[src/rtl/pic_pkg.sv]
package pic_pkg;
  typedef enum logic [1:0] {
    MODE_LEVEL = 2'd0,
    MODE_EDGE  = 2'd1,
    MODE_LATCH = 2'd2
  } pic_mode_e;

  localparam logic SEL_ENABLE  = 1'b0;
  localparam logic SEL_PENDING = 1'b1;
endpackage

[src/rtl/pic_enable_reg.sv]
module pic_enable_reg #(
  parameter int N_LINES = 32
) (
  input  logic               clk,
  input  logic               rst_n,
  input  logic               wr_en,
  input  logic [N_LINES-1:0] wdata,
  output logic [N_LINES-1:0] enable_q
);
  always_ff @(posedge clk or negedge rst_n) begin
    if (!rst_n)     enable_q <= '0;
    else if (wr_en) enable_q <= wdata;
  end

  assert_enable_load_R2: assert property (@(posedge clk) disable iff (!rst_n)
    wr_en |=> enable_q == $past(wdata));
  assert_enable_hold_R2: assert property (@(posedge clk) disable iff (!rst_n)
    !wr_en |=> $stable(enable_q));
endmodule

[src/rtl/pic_pending_bank.sv]
module pic_pending_bank
  import pic_pkg::*;
#(
  parameter int        N_LINES = 32,
  parameter pic_mode_e MODE    = MODE_LATCH
) (
  input  logic               clk,
  input  logic               rst_n,
  input  logic [N_LINES-1:0] irq_in,
  input  logic               wr_en,
  input  logic [N_LINES-1:0] wdata,
  output logic [N_LINES-1:0] pending
);
  generate
    if (MODE == MODE_LEVEL) begin : g_level
      assign pending = irq_in;
    end else if (MODE == MODE_EDGE) begin : g_edge
      logic [N_LINES-1:0] prev_q, pend_q, rise, clr;
      assign rise    = irq_in & ~prev_q;
      assign clr     = wr_en ? wdata : '0;
      assign pending = pend_q;
      always_ff @(posedge clk or negedge rst_n) begin
        if (!rst_n) begin
          prev_q <= '0;
          pend_q <= '0;
        end else begin
          prev_q <= irq_in;
          pend_q <= (pend_q & ~clr) | rise;
        end
      end

      // a new edge always leaves its bit set, even under a clear
      assert_edge_wins_R8: assert property (@(posedge clk) disable iff (!rst_n)
        (|rise) |=> (pend_q & $past(rise)) == $past(rise));
      // ones written without a new edge come out cleared
      assert_w1c_clears_R7: assert property (@(posedge clk) disable iff (!rst_n)
        wr_en |=> (pend_q & $past(wdata) & ~$past(rise)) == '0);
    end else begin : g_latch
      logic [N_LINES-1:0] pend_q;
      assign pending = pend_q;
      always_ff @(posedge clk or negedge rst_n) begin
        if (!rst_n)     pend_q <= '0;
        else if (wr_en) pend_q <= (pend_q & wdata) | irq_in;
        else            pend_q <= pend_q | irq_in;
      end

      assert_latch_capture_R9: assert property (@(posedge clk) disable iff (!rst_n)
        (|irq_in) |=> (pend_q & $past(irq_in)) == $past(irq_in));
      assert_w0c_clears_R10: assert property (@(posedge clk) disable iff (!rst_n)
        wr_en |=> (pend_q & ~$past(wdata) & ~$past(irq_in)) == '0);
    end
  endgenerate
endmodule

[src/rtl/pic_lowest_finder.sv]
module pic_lowest_finder #(
  parameter int N_LINES = 32,
  parameter int IDX_W   = $clog2(N_LINES)
) (
  input  logic               clk,
  input  logic               rst_n,
  input  logic [N_LINES-1:0] pending,
  output logic [IDX_W-1:0]   idx,
  output logic               vld
);
  always_comb begin
    idx = '0;
    for (int i = N_LINES - 1; i >= 0; i--) begin
      if (pending[i]) idx = IDX_W'(i);
    end
  end
  assign vld = |pending;

  assert_idx_points_set_R4: assert property (@(posedge clk) disable iff (!rst_n)
    vld |-> pending[idx]);
  assert_idx_is_lowest_R4: assert property (@(posedge clk) disable iff (!rst_n)
    vld |-> (pending & ((N_LINES'(1) << idx) - N_LINES'(1))) == '0);
endmodule

[src/rtl/cpu_irq_ctrl.sv]
module cpu_irq_ctrl
  import pic_pkg::*;
#(
  parameter int        N_LINES = 32,
  parameter pic_mode_e MODE    = MODE_LATCH,
  parameter int        IDX_W   = $clog2(N_LINES)
) (
  input  logic               clk,
  input  logic               rst_n,
  input  logic [N_LINES-1:0] irq_in,
  input  logic               reg_sel,
  input  logic               reg_wr,
  input  logic               reg_rd,
  input  logic [N_LINES-1:0] reg_wdata,
  output logic [N_LINES-1:0] reg_rdata,
  output logic               core_irq,
  output logic [IDX_W-1:0]   pend_idx,
  output logic               pend_vld
);
  logic [N_LINES-1:0] enable_q, pending;
  logic               wr_enable, wr_pending;

  assign wr_enable  = reg_wr && (reg_sel == SEL_ENABLE);
  assign wr_pending = reg_wr && (reg_sel == SEL_PENDING);

  pic_enable_reg #(.N_LINES(N_LINES)) u_enable (
    .clk(clk), .rst_n(rst_n), .wr_en(wr_enable), .wdata(reg_wdata),
    .enable_q(enable_q)
  );

  pic_pending_bank #(.N_LINES(N_LINES), .MODE(MODE)) u_pending (
    .clk(clk), .rst_n(rst_n), .irq_in(irq_in), .wr_en(wr_pending),
    .wdata(reg_wdata), .pending(pending)
  );

  pic_lowest_finder #(.N_LINES(N_LINES), .IDX_W(IDX_W)) u_find (
    .clk(clk), .rst_n(rst_n), .pending(pending), .idx(pend_idx), .vld(pend_vld)
  );

  assign core_irq = |(pending & enable_q);

  always_ff @(posedge clk or negedge rst_n) begin
    if (!rst_n)      reg_rdata <= '0;
    else if (reg_rd) reg_rdata <= (reg_sel == SEL_ENABLE) ? enable_q : pending;
  end

  assert_irq_needs_enable_R3: assert property (@(posedge clk) disable iff (!rst_n)
    core_irq |-> (|enable_q));
  assert_irq_needs_pending_R3: assert property (@(posedge clk) disable iff (!rst_n)
    core_irq |-> pend_vld);
endmodule

[config.mk]
export PLATFORM = sky130hd
export DESIGN_NAME = cpu_irq_ctrl
export DESIGN_NICKNAME = d
export VERILOG_FILES = /design/src/rtl/pic_pkg.sv /design/src/rtl/pic_enable_reg.sv /design/src/rtl/pic_pending_bank.sv /design/src/rtl/pic_lowest_finder.sv /design/src/rtl/cpu_irq_ctrl.sv
export SDC_FILE = /design/constraint.sdc
export NUM_CORES = 1
export LEC_CHECK = 0
export BUFFER_PORTS_ARGS = -buffer_cell sky130_fd_sc_hd__buf_2
export CAP_MARGIN = 15
export CORE_UTILIZATION = 45
export CTS_CLUSTER_SIZE = 20
export DETAILED_ROUTE_END_ITERATION = 10
export PLACE_DENSITY = 0.68
export SLEW_MARGIN = 20
export SYNTH_ARGS = -nofsm -noshare
export SYNTH_HDL_FRONTEND = slang
export SYNTH_HIERARCHICAL = 1
export SYNTH_SLANG_ARGS = --single-unit
[constraint.sdc]
create_clock -name clk -period 2.1 [get_ports clk]
set_input_delay 0.105 -clock clk [delete_from_list [all_inputs] [get_ports clk]]
set_output_delay 0.105 -clock clk [all_outputs]
set_load 0.02 [all_outputs]
==> flow_summary.yaml <==
logic_synthesis:
  synth-seq-cells: 96
  synth.cell_area_sq_um: 4620
  async_reset_ff_share_pct: 100
  avgSynthCellArea_sq_um: 11.7
  yosysWarnings: 6
  seq_area_frac_synth_pct: 52.0
  synthCells: 394
  synth-edff-count: 0
  synthFlopType: "dfrtp_1"
  synth_fp_nets: 463
  ys_types: 38
place:
  placedCellCount: 626
  gp_congestion: 0.877
  place_ws_ps: 280
  place_hpwl_um: 8790
  io_buffers: 107
sta:
  max_clock_freq_mhz: 481
  tightestPinTransition_ps: 567
  period_share_pct: 99.0
  setup_slack_ps: 20.3
  hold_viol_final: 0
  setup_viol: 0
  setup_tns_ps: 0
  slew_viol_final: 0
  slew_headroom_pct: 62.2
  clock_skew_ps: 7.61
  fin_crit_ps: 2080
  rsz0062_at_grt: "yes"
global_route:
  antenna_found_initial: 0
  grt_first_pass_wirelength_um: 19900
  grt_overflow: 0
  grt_pass1_vias: 3852
  grt_max_degree: 43
  track_usage_pct: 25.3
floorplanning:
  die_h_um: 103
  io-pin-count: 108
  coreArea_sq_um: 9860
  dieArea_sq_um: 10700
  initial_core_util_pct: 46.8
  rows: 36
  die_x_um: 103
worst_hold_path:
  min_path_type: "in -> reg"
  min_to: "u_enable/enable_q[24]$_DFFE_PN0P_"
  hold_path_depth: 2
  worstHoldStart: "reg_wdata[24]"
setup_path:
  cp_cell_sequence: "a22oi_1, nand4_1, or4_4, buf_6"
  r2r_setup_slack_ps: 980
  max_stage_delay_ps: 520
  rr_startpoint: "u_pending/pending[28]$_DFF_PN0_"
  worst-path-buf-inv: 1
  worstSetupStartpointType: "flip-flop"
  cp-end-kind: "output pin"
  cp.required_ps: 2000
  cp_top_family: "simple AND/OR/NAND/NOR gates"
  arrival_ps: 1970
  cp_slowest_cell: "or4_4"
  path_max_fanout: 7
  critPathKind: "reg -> out"
  r2r_end: "reg_rdata[28]$_DFFE_PN0P_"
  reg2reg_depth: 4
power_and_ir_drop:
  p_leak_uw: 0.00281
  peakVddDrop_mv: 0.458
  p_per_area_nw_per_um2: 713
final_layout:
  multi_input_area_sq_um: 2160
  antenna_cells: 0
  layoutNonFillerInstCount: 718
  drive_above_1_share_pct: 36.9
  finalNetCount: 649
  mostFrequentLayoutCells: "buf_2, dfrtp_1, dlygate4sd3_1"
  nFillCells: 779
  seq_area_sq_um: 2420
  area_growth_pct: 38.5
  layout_commonest_cell: "buf_2"
route:
  drt-initial-drc-count: 236
  drtAntennaViolNets: 0
  num_vias: 3872
  drc: 0
  routed_via_density: 5.39
  wl_um: 12900
  wl_per_cell_um: 18.0
  dr.pass1.iters: 4
cts:
  h-tree-depth: 3
  clock_path_buffers: 2
  worstSkewPairLatency_ps: 370
  numCtsBuffers: 9
  cts_tree: "done"
  cts_root_buf: "clkbuf_8"
  clk_pin_slew_ps: 90
  cts.sinks: 96
run_status:
  status: "finished, final reports clean"
flow_run:
  max-cap-violations: 0
==> how the worst max path moves through the flow <==
stage	start	endpoint	slack, ps	cells past startpoint
2_1_floorplan	u_pending/pending[28]$_DFF_PN0_	pend_idx[0]	420	5
3_3_place_gp	u_pending/pending[28]$_DFF_PN0_	pend_idx[0]	310	6
3_5_place_dp	u_pending/pending[28]$_DFF_PN0_	pend_idx[0]	280	6
4_1_cts	u_pending/pending[28]$_DFF_PN0_	pend_idx[0]	-20	6
5_1_grt	u_pending/pending[22]$_DFF_PN0_	pend_vld	-30	4
6_report	u_pending/pending[15]$_DFF_PN0_	core_irq	20	4
==> per-layer routing <==
layer	up-vias	track usage, %	part of all wire, %
met5	-	0	0
met4	0	9.21	2.1
met3	22	4.03	5.2
met2	148	41.9	48
met1	1899	33.8	44
li1	1803	-	-
==> cells by family after synthesis <==
logic type	after synthesis	share of synthesized area (%)
multiplexers	64	17.2
buffers and inverters	24	3.71
AO/OA/AOI/OAI	102	14.6
flip-flops	96	52.0
AND/OR/NAND/NOR	108	12.5
==> report_power, final <==
| part | total, uW | switching [uW] | leakage (uW) | internal (uW) |
|---|---|---|---|---|
| Combinational | 909 | 429 | 0.00169 | 480 |
| Clock | 1380 | 639 | 0.000113 | 739 |
| Sequential | 2270 | 220 | 0.00101 | 2060 |
| Total | 4560 | 1290 | 0.00281 | 3270 |
==> synth_stat cells (2+ instances only) <==
master / n / area (sq um)
nor3_2: 2 / 20.0
or4_4: 2 / 22.5
a2111oi_0: 2 / 17.5
nor2_1: 42 / 158
o21ai_0: 2 / 10.0
or4_1: 3 / 22.5
nand2b_1: 32 / 200
nor3_1: 5 / 25.0
and2_1: 2 / 12.5
nand2_1: 3 / 11.3
nor4_1: 7 / 43.8
clkbuf_1: 4 / 15.0
nand4_1: 5 / 31.3
clkbuf_4: 3 / 22.5
inv_1: 6 / 22.5
mux2_2: 2 / 22.5
mux2_4: 30 / 450
dfrtp_1: 96 / 2400
nor2b_1: 2 / 12.5
o31ai_1: 4 / 30.0
a21oi_1: 39 / 195
a21o_1: 33 / 248
buf_4: 3 / 22.5
a22oi_1: 15 / 113
nor3b_1: 2 / 15.0
buf_12: 3 / 60.1
mux2i_1: 32 / 320
buf_1: 2 / 7.51
buf_2: 2 / 10.0
==> cell type report <==
cell class	instances	share of cell area, %
clock inverters	4	1.19
inverters	6	0.352
clock buffers	12	2.43
flip-flops and latches	96	37.8
repair buffers	193	21.8
well taps	133	2.60
multi-input cells	274	33.8
==> flip-flops by register name, indices dropped and copies added (netlist names) <==
name               count
u_enable/enable_q     32
reg_rdata             32
u_pending/pending     32
==> metrics by stage <==
stage	cell area, sq um	util (%)	power [uW]	hold WS (ps)
after floorplan	4620	-	2740	-191
after global placement	5280	53.6	3060	137
after detailed placement	5280	53.6	3080	133
after CTS	6230	63.2	4560	2.00
after global routing	6400	64.9	4750	23.5
final	6400	64.9	4560	19.7
==> timing repair <==
action | in CTS | in global routing
endpoints found under the setup margin | 4 | 7
pin swaps | 3 | 13
hold buffers | 64 | 0
hold endpoints to repair | 103 | 0
setup buffers | 6 | 6
gates resized for setup | 12 | 34
Note: power is estimated with default switching activity, not from simulation.
